[src/rtl/srt_pkg.sv]
package srt_pkg;
  typedef enum logic [0:0] {
    WK_IDLE = 1'b0,
    WK_RUN  = 1'b1
  } walk_st_e;
endpackage

[src/rtl/srt_wq_cam.sv]
module srt_wq_cam #(
  parameter int ADDR_W = 16,
  parameter int SZ_W   = 6,
  parameter int DEPTH  = 4,
  localparam int IDX_W = (DEPTH > 1) ? $clog2(DEPTH) : 1
) (
  input  logic              clk,
  input  logic              rst_n,
  input  logic              set_en,
  input  logic [IDX_W-1:0]  set_idx,
  input  logic [ADDR_W-1:0] set_addr,
  input  logic [SZ_W-1:0]   set_size,
  input  logic              clr_en,
  input  logic [IDX_W-1:0]  clr_idx,
  input  logic [ADDR_W-1:0] q_addr,
  input  logic [SZ_W-1:0]   q_size,
  output logic              hit
);
  logic [DEPTH-1:0] match;

  for (genvar i = 0; i < DEPTH; i++) begin : g_ent
    logic              v_q, v_nx;
    logic [ADDR_W-1:0] a_q;
    logic [SZ_W-1:0]   s_q;
    logic              wr_this;

    assign wr_this = set_en && (set_idx == IDX_W'(i));

    always_comb begin
      v_nx = v_q;
      if (clr_en && (clr_idx == IDX_W'(i))) v_nx = 1'b0;
      if (wr_this) v_nx = 1'b1;
    end

    always_ff @(posedge clk or negedge rst_n) begin
      if (!rst_n) v_q <= 1'b0;
      else        v_q <= v_nx;
    end

    always_ff @(posedge clk) begin
      if (wr_this) begin
        a_q <= set_addr;
        s_q <= set_size;
      end
    end

    assign match[i] = v_q && (a_q == q_addr) && (s_q >= q_size);
  end

  assign hit = |match;
endmodule

[src/rtl/srt_walker.sv]
module srt_walker
  import srt_pkg::*;
#(
  parameter int ADDR_W = 16,
  parameter int LEN_W  = 8,
  parameter int OFF_W  = 5,
  parameter int SZ_W   = 6,
  parameter int CTX_W  = 5
) (
  input  logic              clk,
  input  logic              rst_n,
  input  logic              start,
  input  logic [ADDR_W-1:0] st_addr,
  input  logic [LEN_W-1:0]  st_len_m1,
  input  logic [CTX_W-1:0]  st_ctx,
  output logic              busy,
  output logic [ADDR_W-1:0] q_addr,
  output logic [SZ_W-1:0]   q_size,
  input  logic              hit,
  input  logic              may_fwd,
  output logic              fwd_want,
  output logic              fwd_fire,
  output logic [CTX_W-1:0]  cur_ctx,
  output logic              rdq_valid,
  input  logic              rdq_ready,
  output logic [ADDR_W-1:0] rdq_addr,
  output logic [SZ_W-1:0]   rdq_size,
  output logic [CTX_W-1:0]  rdq_ctx
);
  localparam int BURST_BYTES = 1 << OFF_W;
  localparam int PW = ADDR_W + 1;

  walk_st_e       st_q, st_nx;
  logic [PW-1:0]  cur_q, cur_nx, end_q, end_nx;
  logic [CTX_W-1:0] ctx_q, ctx_nx;
  logic           lock_q, lock_nx;
  logic [PW-1:0]  bound, lim;
  logic           running, step, last;

  assign running = (st_q == WK_RUN);
  assign bound   = {cur_q[PW-1:OFF_W] + 1'b1, {OFF_W{1'b0}}};
  assign lim     = (bound < end_q) ? bound : end_q;
  assign last    = (lim == end_q);

  assign q_addr    = cur_q[ADDR_W-1:0];
  assign q_size    = SZ_W'(lim - cur_q);
  assign fwd_want  = running && !lock_q && hit;
  assign fwd_fire  = fwd_want && may_fwd;
  assign rdq_valid = running && (lock_q || !hit);
  assign rdq_addr  = cur_q[ADDR_W-1:0];
  assign rdq_size  = q_size;
  assign rdq_ctx   = ctx_q;
  assign cur_ctx   = ctx_q;
  assign busy      = running;
  assign step      = fwd_fire || (rdq_valid && rdq_ready);

  always_comb begin
    st_nx   = st_q;
    cur_nx  = cur_q;
    end_nx  = end_q;
    ctx_nx  = ctx_q;
    lock_nx = lock_q;
    if (!running) begin
      lock_nx = 1'b0;
      if (start) begin
        st_nx  = WK_RUN;
        cur_nx = {1'b0, st_addr};
        end_nx = {1'b0, st_addr} + PW'(st_len_m1) + PW'(1);
        ctx_nx = st_ctx;
      end
    end else if (step) begin
      cur_nx  = lim;
      lock_nx = 1'b0;
      if (last) st_nx = WK_IDLE;
    end else if (rdq_valid) begin
      lock_nx = 1'b1;
    end
  end

  always_ff @(posedge clk or negedge rst_n) begin
    if (!rst_n) begin
      st_q   <= WK_IDLE;
      lock_q <= 1'b0;
    end else begin
      st_q   <= st_nx;
      lock_q <= lock_nx;
    end
  end

  always_ff @(posedge clk) begin
    cur_q <= cur_nx;
    end_q <= end_nx;
    ctx_q <= ctx_nx;
  end

  AST_RDQ_HOLD: assert property (@(posedge clk) disable iff (!rst_n)
    rdq_valid && !rdq_ready |=> rdq_valid && $stable(rdq_addr) && $stable(rdq_size) && $stable(rdq_ctx));

  AST_BURST_SIZE: assert property (@(posedge clk) disable iff (!rst_n)
    rdq_valid |-> (rdq_size != '0) && (rdq_size <= SZ_W'(BURST_BYTES)));
endmodule

[src/rtl/srt_slot_table.sv]
module srt_slot_table #(
  parameter int NSLOT = 4,
  parameter int TAG_W = 4,
  parameter int NB_W  = 4,
  localparam int SLOT_W = (NSLOT > 1) ? $clog2(NSLOT) : 1
) (
  input  logic              clk,
  input  logic              rst_n,
  input  logic              alloc_en,
  input  logic [NB_W-1:0]   alloc_need,
  input  logic [TAG_W-1:0]  alloc_tag,
  output logic              free_any,
  output logic [SLOT_W-1:0] free_idx,
  input  logic              ev_en,
  input  logic [SLOT_W-1:0] ev_idx,
  output logic              done,
  output logic [TAG_W-1:0]  done_tag
);
  logic             busy_q [NSLOT];
  logic [NB_W-1:0]  serv_q [NSLOT];
  logic [NB_W-1:0]  need_q [NSLOT];
  logic [TAG_W-1:0] tag_q  [NSLOT];

  always_comb begin
    free_any = 1'b0;
    free_idx = '0;
    for (int i = NSLOT - 1; i >= 0; i--) begin
      if (!busy_q[i]) begin
        free_any = 1'b1;
        free_idx = SLOT_W'(i);
      end
    end
  end

  assign done     = ev_en && busy_q[ev_idx] &&
                    ((serv_q[ev_idx] + NB_W'(1)) == need_q[ev_idx]);
  assign done_tag = tag_q[ev_idx];

  for (genvar i = 0; i < NSLOT; i++) begin : g_slot
    logic            busy_nx;
    logic [NB_W-1:0] serv_nx;
    logic            take, hit_ev;

    assign take   = alloc_en && (free_idx == SLOT_W'(i));
    assign hit_ev = ev_en && (ev_idx == SLOT_W'(i));

    always_comb begin
      busy_nx = busy_q[i];
      serv_nx = serv_q[i];
      if (take) begin
        busy_nx = 1'b1;
        serv_nx = '0;
      end else if (hit_ev) begin
        serv_nx = serv_q[i] + NB_W'(1);
        if (done) busy_nx = 1'b0;
      end
    end

    always_ff @(posedge clk or negedge rst_n) begin
      if (!rst_n) begin
        busy_q[i] <= 1'b0;
        serv_q[i] <= '0;
      end else begin
        busy_q[i] <= busy_nx;
        serv_q[i] <= serv_nx;
      end
    end

    always_ff @(posedge clk) begin
      if (take) begin
        need_q[i] <= alloc_need;
        tag_q[i]  <= alloc_tag;
      end
    end

    AST_SERV_BOUND: assert property (@(posedge clk) disable iff (!rst_n)
      busy_q[i] |-> serv_q[i] < need_q[i]);
  end

  AST_EVT_LIVE: assert property (@(posedge clk) disable iff (!rst_n)
    ev_en |-> busy_q[ev_idx]);
endmodule

[src/rtl/split_read_tracker.sv]
module split_read_tracker #(
  parameter int ADDR_W      = 16,
  parameter int LEN_W       = 8,
  parameter int BURST_BYTES = 32,
  parameter int WQ_DEPTH    = 4,
  parameter int NSLOT       = 4,
  parameter int TAG_W       = 4,
  parameter int RD_CAP      = 8,
  localparam int OFF_W  = $clog2(BURST_BYTES),
  localparam int SZ_W   = $clog2(BURST_BYTES + 1),
  localparam int WQI_W  = (WQ_DEPTH > 1) ? $clog2(WQ_DEPTH) : 1,
  localparam int SLOT_W = (NSLOT > 1) ? $clog2(NSLOT) : 1,
  localparam int IDX_W  = (TAG_W > SLOT_W) ? TAG_W : SLOT_W,
  localparam int CTX_W  = IDX_W + 1
) (
  input  logic              clk,
  input  logic              rst_n,
  input  logic              wq_set,
  input  logic [WQI_W-1:0]  wq_set_idx,
  input  logic [ADDR_W-1:0] wq_set_addr,
  input  logic [SZ_W-1:0]   wq_set_size,
  input  logic              wq_clr,
  input  logic [WQI_W-1:0]  wq_clr_idx,
  input  logic              rq_valid,
  output logic              rq_ready,
  input  logic [ADDR_W-1:0] rq_addr,
  input  logic [LEN_W-1:0]  rq_len_m1,
  input  logic [TAG_W-1:0]  rq_tag,
  output logic              rd_retry,
  output logic              rdq_valid,
  input  logic              rdq_ready,
  output logic [ADDR_W-1:0] rdq_addr,
  output logic [SZ_W-1:0]   rdq_size,
  output logic [CTX_W-1:0]  rdq_ctx,
  input  logic              ret_valid,
  output logic              ret_ready,
  input  logic [CTX_W-1:0]  ret_ctx,
  output logic              rsp_valid,
  input  logic              rsp_ready,
  output logic [TAG_W-1:0]  rsp_tag
);
  localparam int MAXB  = (2 * BURST_BYTES - 2 + (1 << LEN_W)) / BURST_BYTES;
  localparam int NB_W  = $clog2(MAXB + 1);
  localparam int OCC_W = $clog2(RD_CAP + 1);
  localparam int SUM_W = ((OCC_W > NB_W) ? OCC_W : NB_W) + 1;
  localparam int RAW_W = LEN_W + OFF_W + 2;

  logic              w_busy, fwd_want, fwd_fire, cam_hit;
  logic [ADDR_W-1:0] q_addr;
  logic [SZ_W-1:0]   q_size;
  logic [CTX_W-1:0]  cur_ctx, st_ctx, ev_ctx;
  logic              free_any, done;
  logic [SLOT_W-1:0] free_idx;
  logic [TAG_W-1:0]  done_tag, emit_tag;
  logic [NB_W-1:0]   nb;
  logic [RAW_W-1:0]  nb_raw;
  logic              one_burst, room, rq_fire, refuse;
  logic              rdq_fire, ret_fire, ev_any, ev_split, emit, out_free;
  logic [OCC_W-1:0]  occ_q, occ_nx;
  logic              pend_q, pend_nx;
  logic              rsp_v_q, rsp_v_nx;
  logic [TAG_W-1:0]  rsp_t_q, rsp_t_nx;

  // burst count of the incoming request
  assign nb_raw    = RAW_W'(rq_addr[OFF_W-1:0]) + RAW_W'(rq_len_m1) + RAW_W'(BURST_BYTES);
  assign nb        = NB_W'(nb_raw >> OFF_W);
  assign one_burst = (nb == NB_W'(1));
  assign room      = (SUM_W'(occ_q) + SUM_W'(nb)) <= SUM_W'(RD_CAP);

  assign rq_ready = !w_busy && room && (one_burst || free_any);
  assign rq_fire  = rq_valid && rq_ready;
  assign refuse   = rq_valid && !w_busy && !room;
  assign st_ctx   = one_burst ? {1'b0, IDX_W'(rq_tag)} : {1'b1, IDX_W'(free_idx)};

  assign out_free  = !rsp_v_q || rsp_ready;
  assign ret_ready = out_free && !fwd_want;
  assign ret_fire  = ret_valid && ret_ready;
  assign rdq_fire  = rdq_valid && rdq_ready;
  assign rd_retry  = ret_fire && pend_q;

  // one completion event per cycle: a forwarded burst or a memory return
  assign ev_any   = fwd_fire || ret_fire;
  assign ev_ctx   = fwd_fire ? cur_ctx : ret_ctx;
  assign ev_split = ev_ctx[CTX_W-1];
  assign emit     = ev_any && (!ev_split || done);
  assign emit_tag = ev_split ? done_tag : ev_ctx[TAG_W-1:0];

  srt_wq_cam #(.ADDR_W(ADDR_W), .SZ_W(SZ_W), .DEPTH(WQ_DEPTH)) u_cam (
    .clk(clk), .rst_n(rst_n),
    .set_en(wq_set), .set_idx(wq_set_idx), .set_addr(wq_set_addr), .set_size(wq_set_size),
    .clr_en(wq_clr), .clr_idx(wq_clr_idx),
    .q_addr(q_addr), .q_size(q_size), .hit(cam_hit)
  );

  srt_walker #(.ADDR_W(ADDR_W), .LEN_W(LEN_W), .OFF_W(OFF_W), .SZ_W(SZ_W), .CTX_W(CTX_W)) u_walk (
    .clk(clk), .rst_n(rst_n),
    .start(rq_fire), .st_addr(rq_addr), .st_len_m1(rq_len_m1), .st_ctx(st_ctx),
    .busy(w_busy), .q_addr(q_addr), .q_size(q_size), .hit(cam_hit),
    .may_fwd(out_free), .fwd_want(fwd_want), .fwd_fire(fwd_fire), .cur_ctx(cur_ctx),
    .rdq_valid(rdq_valid), .rdq_ready(rdq_ready), .rdq_addr(rdq_addr),
    .rdq_size(rdq_size), .rdq_ctx(rdq_ctx)
  );

  srt_slot_table #(.NSLOT(NSLOT), .TAG_W(TAG_W), .NB_W(NB_W)) u_tab (
    .clk(clk), .rst_n(rst_n),
    .alloc_en(rq_fire && !one_burst), .alloc_need(nb), .alloc_tag(rq_tag),
    .free_any(free_any), .free_idx(free_idx),
    .ev_en(ev_any && ev_split), .ev_idx(ev_ctx[SLOT_W-1:0]),
    .done(done), .done_tag(done_tag)
  );

  always_comb begin
    occ_nx = occ_q;
    if (rdq_fire && !ret_fire)      occ_nx = occ_q + OCC_W'(1);
    else if (ret_fire && !rdq_fire) occ_nx = occ_q - OCC_W'(1);
    pend_nx  = (pend_q && !ret_fire) || refuse;
    rsp_v_nx = rsp_v_q;
    rsp_t_nx = rsp_t_q;
    if (emit) begin
      rsp_v_nx = 1'b1;
      rsp_t_nx = emit_tag;
    end else if (rsp_ready) begin
      rsp_v_nx = 1'b0;
    end
  end

  always_ff @(posedge clk or negedge rst_n) begin
    if (!rst_n) begin
      occ_q   <= '0;
      pend_q  <= 1'b0;
      rsp_v_q <= 1'b0;
    end else begin
      occ_q   <= occ_nx;
      pend_q  <= pend_nx;
      rsp_v_q <= rsp_v_nx;
    end
  end

  always_ff @(posedge clk) begin
    if (emit) rsp_t_q <= rsp_t_nx;
  end

  assign rsp_valid = rsp_v_q;
  assign rsp_tag   = rsp_t_q;

  AST_RSP_HOLD: assert property (@(posedge clk) disable iff (!rst_n)
    rsp_valid && !rsp_ready |=> rsp_valid && $stable(rsp_tag));

  AST_OCC_LIMIT: assert property (@(posedge clk) disable iff (!rst_n)
    occ_q <= OCC_W'(RD_CAP));
endmodule

[config.mk]
export PLATFORM = sky130hd
export DESIGN_NAME = split_read_tracker
export DESIGN_NICKNAME = d
export VERILOG_FILES = /design/src/rtl/srt_pkg.sv /design/src/rtl/srt_wq_cam.sv /design/src/rtl/srt_walker.sv /design/src/rtl/srt_slot_table.sv /design/src/rtl/split_read_tracker.sv
export SDC_FILE = /design/constraint.sdc
export NUM_CORES = 1
export LEC_CHECK = 0
export CAP_MARGIN = 20
export CELL_PAD_IN_SITES_DETAIL_PLACEMENT = 2
export CELL_PAD_IN_SITES_GLOBAL_PLACEMENT = 2
export CORE_MARGIN = 1.5
export CORE_UTILIZATION = 39
export CTS_CLUSTER_SIZE = 14
export DETAILED_ROUTE_END_ITERATION = 7
export GPL_ROUTABILITY_DRIVEN = 1
export PLACE_DENSITY = 0.81
export SKIP_LAST_GASP = 1
export SYNTH_ARGS = -nofsm -noshare
export SYNTH_HDL_FRONTEND = slang
export SYNTH_SLANG_ARGS = --single-unit
[constraint.sdc]
create_clock -name clk -period 9.08 [get_ports clk]
set_clock_uncertainty 0.1 [all_clocks]
set_input_delay 1.816 -clock clk [delete_from_list [all_inputs] [get_ports clk]]
set_output_delay 1.816 -clock clk [all_outputs]
set_load 0.005 [all_outputs]
==> impl_metrics.json <==
{
  "grt_overflow_total": 0,
  "slew_viol_final": 0,
  "fin_util_pct": 47.36,
  "ir_drop_v": 0.0001310,
  "core_um2": 27710,
  "ys_warn_count": 0,
  "fin_nets": 1177,
  "gp_congestion": 0.8418,
  "cpMaxStageDelayCell": "clkdlybuf4s50_1",
  "critPathLaunchType": "register",
  "die_w_um": 170.6,
  "yosys-top-cells-area": "edfxtp_1, dfrtp_1, ha_1",
  "clock-sinks": 195,
  "cts_buffers": 17,
  "critPathCaptureType": "output pin",
  "die_area_um2": 29090,
  "fin_crit_sh_pct": 97.65,
  "synth_top_area_share_pct": 44.70,
  "synth_area_per_cell_um2": 11.67,
  "initial_utilization_pct": 39.52,
  "dp_hpwl_um": 25680,
  "port_buffers": 102,
  "track_usage_pct": 24.92,
  "cp_max_fo": 4,
  "drt_iter0_markers": 527,
  "seqCellArea_um2": 5695,
  "dr.pass1.iters": 4,
  "worst_pin_slew_ps": 1027,
  "fin_setup_tns_ps": 0,
  "hp-class": "reg2reg",
  "grt_pass1_wl_um": 53320,
  "yosysSeqAreaShare_pct": 52.02,
  "synth.distinct_cells": 66,
  "ys_ff_latch": 195,
  "synthArstFlopShare_pct": 16.41,
  "clockBufferDepth": 2,
  "maxSlewHeadroom_pct": 31.45,
  "dp.cells": 1395,
  "clk_pin_slew_ps": 70,
  "wire_per_inst_um": 24.83,
  "syn_nets": 1068,
  "route.detailed.drc": 0,
  "h-tree-depth": 4,
  "fp.dieH_um": 170.6,
  "leakagePower_nw": 4.972,
  "vias": 7991,
  "syn_inst": 938,
  "synth_commonest_cells": "edfxtp_1, nor2_1, xnor2_1, xor2_1, nand2_1",
  "synth_edf_count": 163,
  "path_class": "reg2out",
  "cp_common_cell": "ha_1",
  "antenna_found_initial": 1,
  "arrival_ps": 6950,
  "yosysTopAreaCell": "edfxtp_1",
  "powerDensity_nw_per_um2": 334.9,
  "cts_tree": "done",
  "stdcell_area_um2": 13120,
  "root_buffer": "clkbuf_16",
  "rows": 61,
  "final_cells": 1439,
  "synth.most_common_cell": "edfxtp_1",
  "place_ws_ps": -226.3,
  "synth_area_um2": 10950,
  "period_minus_slack_ps": 8866,
  "status": "completed",
  "final_hold_viol_count": 0,
  "routed_wirelength_um": 35730,
  "setup_violations": 0,
  "final_layout_size_suffix_gt1_share_pct": 10.38,
  "multi_input_area_um2": 4910,
  "maxCapViolCount": 0,
  "antenna_left": 0,
  "grt_max_degree": 33,
  "cpPeakStageDelay_ps": 480,
  "max_freq_mhz": 112.8,
  "fillers": 2737,
  "area_growth_pct": 19.84,
  "finalWorstSetupSlack_ps": 213.5,
  "synthFlopType": "edfxtp_1",
  "via_per_inst": 5.553,
  "insertion_delay_ps": 450,
  "ios": 103,
  "grt_pass1_vias": 8845,
  "placed_cell_area_um2": 12360,
  "critPathRequiredTime_ps": 7160
}
==> final timing paths <==
path	from	end	slack, ps	depth (start not counted)
setup / recovery	u_walk.cur_q[5]	rdq_valid	210	28
hold / removal	occ_q[3]	occ_q[3]	410	1
setup reg to reg	u_walk.cur_q[5]	rsp_tag[2]	310	37
hold reg to reg	occ_q[3]	occ_q[3]	410	1
max in group asynchronous	rst_n	pend_q	6970	1
min in group asynchronous	rst_n	u_tab.serv_q[12]	1370	1
==> critical path: cells and delay by family, from the launching register on <==
kind            cells  cell delay [ps]
xor+xnor            2              450
compound gates      8             1580
simple gates       10             2030
flops               1              400
fa+ha+maj           4             1090
buf+inv             4              940
==> routing by layer <==
| layer | global-route usage [%] | share of wire [%] | vias up |
|---|---|---|---|
| met5 | 0 | 0 | - |
| met4 | 8.080 | 2.3 | 0 |
| met3 | 3.979 | 4.3 | 54 |
| met2 | 43.11 | 50 | 229 |
| met1 | 31.82 | 43 | 4112 |
| li1 | - | - | 3596 |
==> sequential cells by signal, summed over array words and instances, names as in the netlist <==
register and flops:
u_walk.cur_ctx 5, u_walk.cur_q 17, u_tab.serv_q 16, u_walk.busy 1, rsp_tag 4, u_tab.need_q 16
u_cam.g_ent.a_q 64, pend_q 1, u_walk.lock_q 1, u_cam.g_ent.v_q 4, u_walk.end_q 17, u_tab.busy_q 4
u_tab.tag_q 16, rsp_valid 1, u_cam.g_ent.s_q 24, occ_q 4
==> power breakdown <==
part / switching [W] / total (W) / internal (W) / leakage (nW)
Combinational: 0.00129 / 0.00221 / 0.000927 / 2.79
Sequential: 0.000213 / 0.00139 / 0.00117 / 1.89
Clock: 0.000381 / 0.000796 / 0.000415 / 0.290
Total: 0.00188 / 0.00439 / 0.00251 / 4.97
==> logic make-up (layout without fill, tap and decap cells) <==
kind of cell / Yosys count / after routing / synth area share [%]
xor gates and xnor gates: 126 / 126 / 10.08
DFF: 195 / 195 / 52.02
adders and majority gates: 63 / 63 / 7.473
buffers and inverters: 97 / 218 / 4.148
AOI/OAI and AO/OA: 124 / 124 / 7.542
muxes: 56 / 57 / 5.542
other: 0 / 1 / 0
and+or+nand+nor: 277 / 277 / 13.20
==> repair_timing <==
item,4_1_cts,5_1_grt
buffers inserted,4,6
endpoints found under the setup margin,10,12
hold buffers,0,0
resized for setup,6,10
gates cloned,0,1
pin swaps,1,4
==> stage by stage <==
step                hold WS [ps]  total power (W)
finish                     405.9         0.004394
CTS                        404.3         0.004374
global placement           372.7         0.003349
global route               427.6         0.004660
floorplan                  348.0         0.002672
detailed placement         379.7         0.003509
==> area by class of cell <==
type | instances | area share, %
well taps | 378 | 3.604
multi-input cells | 647 | 37.42
diodes | 1 | 0.01907
repair buffers | 132 | 9.459
flip-flops and latches | 195 | 43.41
inverters | 54 | 1.545
clock buffers | 17 | 3.242
clock inverters | 15 | 1.306
==> layout by cell type (no fill, tap or decap), types with 4 or more instances in the layout <==
cell | netlist | final
mux2i_1 | 43 | 40
or3b_2 | 4 | 4
nand4_1 | 17 | 17
a21o_1 | 17 | 17
a31oi_1 | 5 | 5
or3_1 | 5 | 5
inv_1 | 54 | 53
nor2_1 | 63 | 59
o21ai_0 | 34 | 34
clkbuf_16 | 0 | 17
a21oi_1 | 29 | 28
nand2b_1 | 12 | 12
nand2_1 | 60 | 59
or2_2 | 4 | 4
ha_1 | 59 | 59
nand3_1 | 25 | 25
mux2_2 | 8 | 9
buf_4 | 16 | 30
fa_1 | 4 | 4
o211ai_1 | 5 | 5
edfxtp_1 | 163 | 163
nor2b_1 | 6 | 6
clkdlybuf4s50_1 | 0 | 101
nor4_1 | 19 | 19
nand3b_1 | 6 | 6
xor2_1 | 63 | 62
and3_1 | 6 | 6
nor3_1 | 14 | 12
and2_1 | 14 | 13
nand4b_1 | 8 | 8
xnor2_1 | 63 | 61
a211oi_1 | 5 | 5
dfrtp_1 | 32 | 32
(Power assumes the default switching activity.)
